### config.mk
export PLATFORM = sky130hd
export DESIGN_NAME = sfc_core
export DESIGN_NICKNAME = d
export VERILOG_FILES = /design/src/rtl/sfc_pkg.sv /design/src/rtl/sfc_sbox_layer.sv /design/src/rtl/sfc_round_fn.sv /design/src/rtl/sfc_ctrl.sv /design/src/rtl/sfc_core.sv
export SDC_FILE = /design/constraint.sdc
export NUM_CORES = 1
export LEC_CHECK = 0
export CELL_PAD_IN_SITES_DETAIL_PLACEMENT = 0
export CELL_PAD_IN_SITES_GLOBAL_PLACEMENT = 1
export CORE_MARGIN = 5
export CORE_UTILIZATION = 42
export CTS_CLUSTER_SIZE = 25
export DETAILED_ROUTE_END_ITERATION = 8
export PLACE_DENSITY = 0.82
export SETUP_SLACK_MARGIN = 0.3
export SLEW_MARGIN = 20
export SYNTH_ARGS = -nofsm -noshare
export SYNTH_HDL_FRONTEND = slang
export SYNTH_SLANG_ARGS = --single-unit
### constraint.sdc
create_clock -name clk_i -period 11.6 [get_ports clk_i]
set_input_delay 2.32 -clock clk_i [delete_from_list [all_inputs] [get_ports clk_i]]
set_output_delay 2.32 -clock clk_i [all_outputs]
set_load 0.03 [all_outputs]
### src/rtl/sfc_pkg.sv
package sfc_pkg;

  typedef enum logic {
    PH_IDLE = 1'b0,
    PH_RUN  = 1'b1
  } phase_e;

  // 3-bit substitution applied bit-sliced over word triples
  function automatic logic [2:0] sbox3(input logic [2:0] v);
    logic [2:0] s;
    case (v)
      3'd0:    s = 3'd0;
      3'd1:    s = 3'd5;
      3'd2:    s = 3'd6;
      3'd3:    s = 3'd7;
      3'd4:    s = 3'd4;
      3'd5:    s = 3'd3;
      3'd6:    s = 3'd1;
      default: s = 3'd2;
    endcase
    return s;
  endfunction

endpackage

### src/rtl/sfc_sbox_layer.sv
module sfc_sbox_layer #(
  parameter int unsigned NB = 6,
  parameter int unsigned B  = 8
) (
  input  logic [NB*B-1:0] x_i,
  output logic [NB*B-1:0] y_o
);
  localparam int unsigned NT = NB / 3;

  for (genvar t = 0; t < NT; t++) begin : g_tri
    for (genvar j = 0; j < B; j++) begin : g_bit
      logic [2:0] v;
      logic [2:0] s;
      assign v = {x_i[(3*t+2)*B + j], x_i[(3*t+1)*B + j], x_i[(3*t)*B + j]};
      assign s = sfc_pkg::sbox3(v);
      assign y_o[(3*t)*B + j]   = s[0];
      assign y_o[(3*t+1)*B + j] = s[1];
      assign y_o[(3*t+2)*B + j] = s[2];
    end
  end

endmodule

### src/rtl/sfc_round_fn.sv
// y = bitrot(sbox(x + k)), addition independent per word
module sfc_round_fn #(
  parameter int unsigned NB = 6,
  parameter int unsigned B  = 8
) (
  input  logic [NB*B-1:0] x_i,
  input  logic [NB*B-1:0] k_i,
  output logic [NB*B-1:0] y_o
);
  localparam int unsigned W  = NB * B;
  localparam int unsigned NT = NB / 3;

  logic [W-1:0] sum;
  logic [W-1:0] sub;

  for (genvar w = 0; w < NB; w++) begin : g_add
    assign sum[w*B +: B] = x_i[w*B +: B] + k_i[w*B +: B];
  end

  sfc_sbox_layer #(.NB(NB), .B(B)) u_sbox (
    .x_i (sum),
    .y_o (sub)
  );

  for (genvar t = 0; t < NT; t++) begin : g_brot
    logic [B-1:0] w0, w1, w2;
    assign w0 = sub[(3*t)*B   +: B];
    assign w1 = sub[(3*t+1)*B +: B];
    assign w2 = sub[(3*t+2)*B +: B];
    assign y_o[(3*t)*B   +: B] = {w0[0], w0[B-1:1]};
    assign y_o[(3*t+1)*B +: B] = w1;
    assign y_o[(3*t+2)*B +: B] = {w2[B-2:0], w2[B-1]};
  end

endmodule

### src/rtl/sfc_ctrl.sv
module sfc_ctrl #(
  parameter int unsigned NR = 93,
  localparam int unsigned RW = $clog2(NR + 1)
) (
  input  logic          clk_i,
  input  logic          rst_ni,
  input  logic          start_i,
  output logic          load_o,
  output logic          busy_o,
  output logic          last_o,
  output logic          lo_half_o,
  output logic          swap_o,
  output logic          done_o,
  output logic [RW-1:0] rnd_o,
  output logic [RW-1:0] rconst_o
);
  import sfc_pkg::*;

  localparam int unsigned HALF = NR / 2;

  phase_e        ph_q, ph_d;
  logic [RW-1:0] rnd_q, rnd_d;
  logic          done_q, done_d;

  assign busy_o    = (ph_q == PH_RUN);
  assign load_o    = start_i && !busy_o;
  assign last_o    = (rnd_q == RW'(NR));
  assign lo_half_o = (rnd_q <= RW'(HALF));
  assign swap_o    = (rnd_q == RW'(HALF));
  assign rconst_o  = lo_half_o ? rnd_q : (RW'(NR) - rnd_q);
  assign rnd_o     = rnd_q;
  assign done_o    = done_q;

  always_comb begin
    ph_d   = ph_q;
    rnd_d  = rnd_q;
    done_d = 1'b0;
    if (load_o) begin
      ph_d  = PH_RUN;
      rnd_d = RW'(1);
    end else if (busy_o) begin
      if (last_o) begin
        ph_d   = PH_IDLE;
        rnd_d  = '0;
        done_d = 1'b1;
      end else begin
        rnd_d = rnd_q + RW'(1);
      end
    end
  end

  always_ff @(posedge clk_i or negedge rst_ni) begin
    if (!rst_ni) begin
      ph_q   <= PH_IDLE;
      rnd_q  <= '0;
      done_q <= 1'b0;
    end else begin
      ph_q   <= ph_d;
      rnd_q  <= rnd_d;
      done_q <= done_d;
    end
  end

endmodule

### src/rtl/sfc_core.sv
module sfc_core #(
  parameter int unsigned N  = 96,
  parameter int unsigned B  = 8,
  parameter int unsigned NR = 93
) (
  input  logic         clk_i,
  input  logic         rst_ni,
  input  logic         start_i,
  input  logic         encrypt_i,
  input  logic [N-1:0] block_i,
  input  logic [N-1:0] key_i,
  output logic         done_o,
  output logic [N-1:0] result_o
);
  localparam int unsigned H  = N / 2;
  localparam int unsigned NB = H / B;
  localparam int unsigned RW = $clog2(NR + 1);

  // reset: asserted asynchronously, released on the clock
  logic rst_s1, rst_sync_n;
  always_ff @(posedge clk_i or negedge rst_ni) begin
    if (!rst_ni) begin
      rst_s1     <= 1'b0;
      rst_sync_n <= 1'b0;
    end else begin
      rst_s1     <= 1'b1;
      rst_sync_n <= rst_s1;
    end
  end

  logic          load, busy, last, lo_half, swap;
  logic [RW-1:0] rnd, rconst;

  sfc_ctrl #(.NR(NR)) u_ctrl (
    .clk_i     (clk_i),
    .rst_ni    (rst_sync_n),
    .start_i   (start_i),
    .load_o    (load),
    .busy_o    (busy),
    .last_o    (last),
    .lo_half_o (lo_half),
    .swap_o    (swap),
    .done_o    (done_o),
    .rnd_o     (rnd),
    .rconst_o  (rconst)
  );

  logic [H-1:0] l_q, r_q, kl_q, kr_q;
  logic [H-1:0] l_d, r_d, kl_d, kr_d;
  logic         enc_q, enc_d;
  logic [N-1:0] res_q, res_d;
  logic         st_en, res_en;

  // data round
  logic [H-1:0] rkey, f_dat, l_wrot, mix, mix_wrot_inv, r_new;
  assign rkey = lo_half ? kr_q : kl_q;

  sfc_round_fn #(.NB(NB), .B(B)) u_data (
    .x_i (r_q),
    .k_i (rkey),
    .y_o (f_dat)
  );

  assign l_wrot       = {l_q[H-B-1:0], l_q[H-1:H-B]};
  assign mix          = l_q ^ f_dat;
  assign mix_wrot_inv = {mix[B-1:0], mix[H-1:B]};
  assign r_new        = enc_q ? (l_wrot ^ f_dat) : mix_wrot_inv;

  // key round, same cycle
  logic [B-1:0] c_b;
  logic [H-1:0] cvec, f_key, f_key_wrot, kr_new;
  assign c_b  = B'(rconst);
  assign cvec = {{(H-B){1'b0}}, c_b};

  sfc_round_fn #(.NB(NB), .B(B)) u_key (
    .x_i (kr_q),
    .k_i (cvec),
    .y_o (f_key)
  );

  assign f_key_wrot = {f_key[H-B-1:0], f_key[H-1:H-B]};
  assign kr_new     = kl_q ^ f_key_wrot;

  assign st_en  = load || busy;
  assign res_en = busy && last;

  always_comb begin
    if (load) begin
      l_d   = block_i[N-1:H];
      r_d   = block_i[H-1:0];
      kl_d  = key_i[N-1:H];
      kr_d  = key_i[H-1:0];
      enc_d = encrypt_i;
    end else begin
      l_d   = r_q;
      r_d   = r_new;
      enc_d = enc_q;
      if (swap) begin
        kl_d = kr_new;
        kr_d = kr_q;
      end else begin
        kl_d = kr_q;
        kr_d = kr_new;
      end
    end
    res_d = {r_new, r_q};
  end

  always_ff @(posedge clk_i or negedge rst_sync_n) begin
    if (!rst_sync_n) begin
      l_q   <= '0;
      r_q   <= '0;
      kl_q  <= '0;
      kr_q  <= '0;
      enc_q <= 1'b0;
      res_q <= '0;
    end else begin
      if (st_en) begin
        l_q   <= l_d;
        r_q   <= r_d;
        kl_q  <= kl_d;
        kr_q  <= kr_d;
        enc_q <= enc_d;
      end
      if (res_en) begin
        res_q <= res_d;
      end
    end
  end

  assign result_o = res_q;

endmodule

==> key figures <==
Layout
  – Commonest non-fill, non-tap cell in the layout: nand2_1
  – Net count, final: about 2900
  – Fillers: 4568
  – Final core utilization: 51.3%
  – Share of post-route cells with drive strength above 1: 4.67%
  – Final non-filler cell total: 3233
  – Diodes inserted: 0
  – Seq. cell area: 0.00752 mm^2
  – Synthesis-to-finish area growth: 21.5%
  – Most frequent cells in the layout: nand2_1, dfrtp_1, clkdlybuf4s50_1
  – Area occupied by multi-input gates: between 0.01 and 0.015 mm^2

Hold path
  – Worst min path class: reg -> async

Yosys
  – Ys flop type: dfrtp_1
  – Syn. warnings: 0
  – Gate Count Post-Synth: 2398
  – Asr flop ratio synth: 100%
  – Mean Syn Cell Area: 8.54 um^2
  – Netlist cell types: 76
  – Post-synthesis register bit count: 300
  – EDFF count, synth: 0
  – Synth Cell Area: 0.0205 mm^2
  – Sequential-to-total area share from yosys stat: 36.7%
  – Syn Nets: between 2000 and 3000

GRT
  – Total global routing overflow: 0
  – GRT Total Usage: between 20% and 30%
  – Largest net degree at the start of global routing: 253
  – Number of global-route vias before repair: about 17000
  – First-pass GRT wire length: roughly 110 mm
  – Initial antenna violation count: 0

Timing
  – Setup-failing EPs final: 0
  – Worst Skew: 0.0153 ns
  – FMAX: around 180 MHz
  – Unrepaired setup endpoints after global routing: no
  – Setup_tns: 0 ns
  – Relative slew slack: 29.9%
  – Worst Max-Slew Pin Slew: 1.05 ns
  – Fin crit share: roughly 47%
  – Hold Vio Cnt, Final: 0
  – Final min period: 5.49 ns
  – Slew Viols, Final: 0

Worst setup path
  – Critical Path Source Type: flip-flop
  – Crit path capture type: flip-flop
  – Critical-path maximum fanout: 46
  – Critical Path AT: around 5.9 ns
  – Kind of critical path: reg -> reg
  – Critical Path RT: 11.97 ns

Clock network
  – CTS tree: built
  – Clk_lat worst skew: 0.54 ns
  – Reg clk slew, reported paths: 0.06 ns
  – H-tree levels: 2
  – Post_cts resized: 0
  – CTS buffer count: 35
  – Setup Buffers After CTS: 0
  – Root Driver: clkbuf_16
  – Hold buffers post-CTS: 0
  – Clk sink count: 300
  – Clk buf depth: 3

Floorplan
  – Die Y: 231 um
  – Core area: 0.0485 mm^2
  – Initial core utilization: approximately 42%
  – Die footprint: 0.0533 mm^2
  – Row cnt: approximately 80
  – Io pins: 293
  – Die Width: 231 um

Placement
  – Port buffer count: 292
  – RePlAce Congestion: about 0.93
  – DP Cell Count: 3171
  – DP Wirelength: 53.7 mm

Route
  – Wire length per cell: 22.2 um
  – # DRC: 0
  – Via count: between 15000 and 20000
  – Initial drt markers: 1752
  – Drt via density: around 5.6
  – Post-Route WL: between 70 and 80 mm
  – Remaining antenna violation count after routing: 0
  – Drt pass-1 iters: 7

Run status
  – Status: finished clean

Run
  – Max-cap check violation count: 0
-- per-layer routing --
metal	track usage [%]	vias up	share of wire (%)
met1	38.2	8867	46
met3	4.60	77	6.8
li1	-	8699	-
met2	40.1	616	44
met5	0	-	0
met4	6.78	0	2.9
-- layout make-up --
class	count	area share [%]
Inverter	25	0.377
Clock buffer	48	4.00
Timing Repair Buffer	308	12.4
Multi-Input combinational cell	1917	49.4
Sequential cell	300	30.2
Clock inverter	13	0.523
Tap cell	622	3.13
-- per-stage QoR --
stage                     hold slack [ns]  instance area [um^2]  worst slack, ns
after floorplan                     0.331                 20500             2.62
after global placement              0.339                 23700             6.34
after detailed placement            0.336                 23700             6.21
after CTS                           0.360                 24900             6.18
after global routing                0.363                 24900             5.65
final                               0.357                 24900             6.11
-- path summary, 6_finish.rpt --
path,start,end,slack (ns),cells after the start
min in group clk_i,rst_s1,rst_sync_n,0.36,0
max,u_ctrl.rnd_o[0],r_q[16],6.11,16
min reg2reg,rst_sync_n,kl_q[10],0.36,0
max in group asynchronous,rst_sync_n,result_o[8],9.09,2
min,rst_sync_n,kl_q[10],0.36,0
max reg2reg,u_ctrl.rnd_o[0],r_q[16],6.11,16
-- cells by family (layout without fill, tap and decap cells) --
family / Yosys count / count (layout) / synth area share [%]
adders and majority gates: 68 / 68 / 4.41
xor gates and xnor gates: 224 / 224 / 10.6
other: 1 / 1 / 0.0183
muxes: 163 / 163 / 8.08
DFF: 300 / 300 / 36.7
buffers and inverters: 181 / 394 / 3.43
AOI/OAI and AO/OA: 578 / 578 / 17.5
and+or+nand+nor: 883 / 883 / 19.4
-- synthesized netlist by cell type, drive strengths merged (4+ instances only) --
cell type  number  area share [%]
a211o           6            0.26
a211oi         95             3.5
a21boi          4            0.15
a21o           15            0.55
a21oi         102             2.5
a221oi          6            0.26
a31oi          29            0.89
and2            6            0.18
and3            8            0.24
and4            5            0.21
buf            25            0.57
clkbuf        131             2.4
dfrtp         300              37
fa              7            0.68
ha             61             3.7
inv            24            0.44
mux2           18            0.99
mux2i         145             7.1
nand2         554              10
nand2b         19            0.58
nand3          15            0.37
nand4          12            0.37
nor2           90             1.6
nor2b         123             3.8
nor3           16            0.45
nor3b           8            0.29
nor4           14            0.50
o211ai         35             1.4
o21a           10            0.37
o21ai         219             5.4
o221ai          6            0.26
o22ai          21            0.64
or3             5            0.15
xnor2         136             6.2
xnor3           9            0.99
xor2           79             3.4
-- sequential cells by signal, summed over array words and instances, names as in the netlist --
name           count
result_o          96
kl_q              48
kr_q              48
l_q               48
r_q               48
u_ctrl.rnd_o       7
enc_q              1
rst_s1             1
rst_sync_n         1
u_ctrl.busy_o      1
u_ctrl.done_o      1
-- worst max-delay path, stage by stage (launching register included) --
cell      delay, ns
dfrtp_1        0.43
inv_1          0.15
ha_1           0.16
nand2_1        0.09
or4_4          0.62
nand2_2        0.78
nand2_1        0.12
nand2_1        0.23
ha_1           0.31
a21oi_1        0.21
a21oi_1        0.13
o31a_1         0.29
nor2_1         0.25
xor2_1         0.63
a211oi_1       0.11
nor4_1         0.62
a31oi_1        0.16
Power is left out: the tool's default activity adds up to more than one toggle a clock period on the data nets, which glitch-free logic cannot reach.
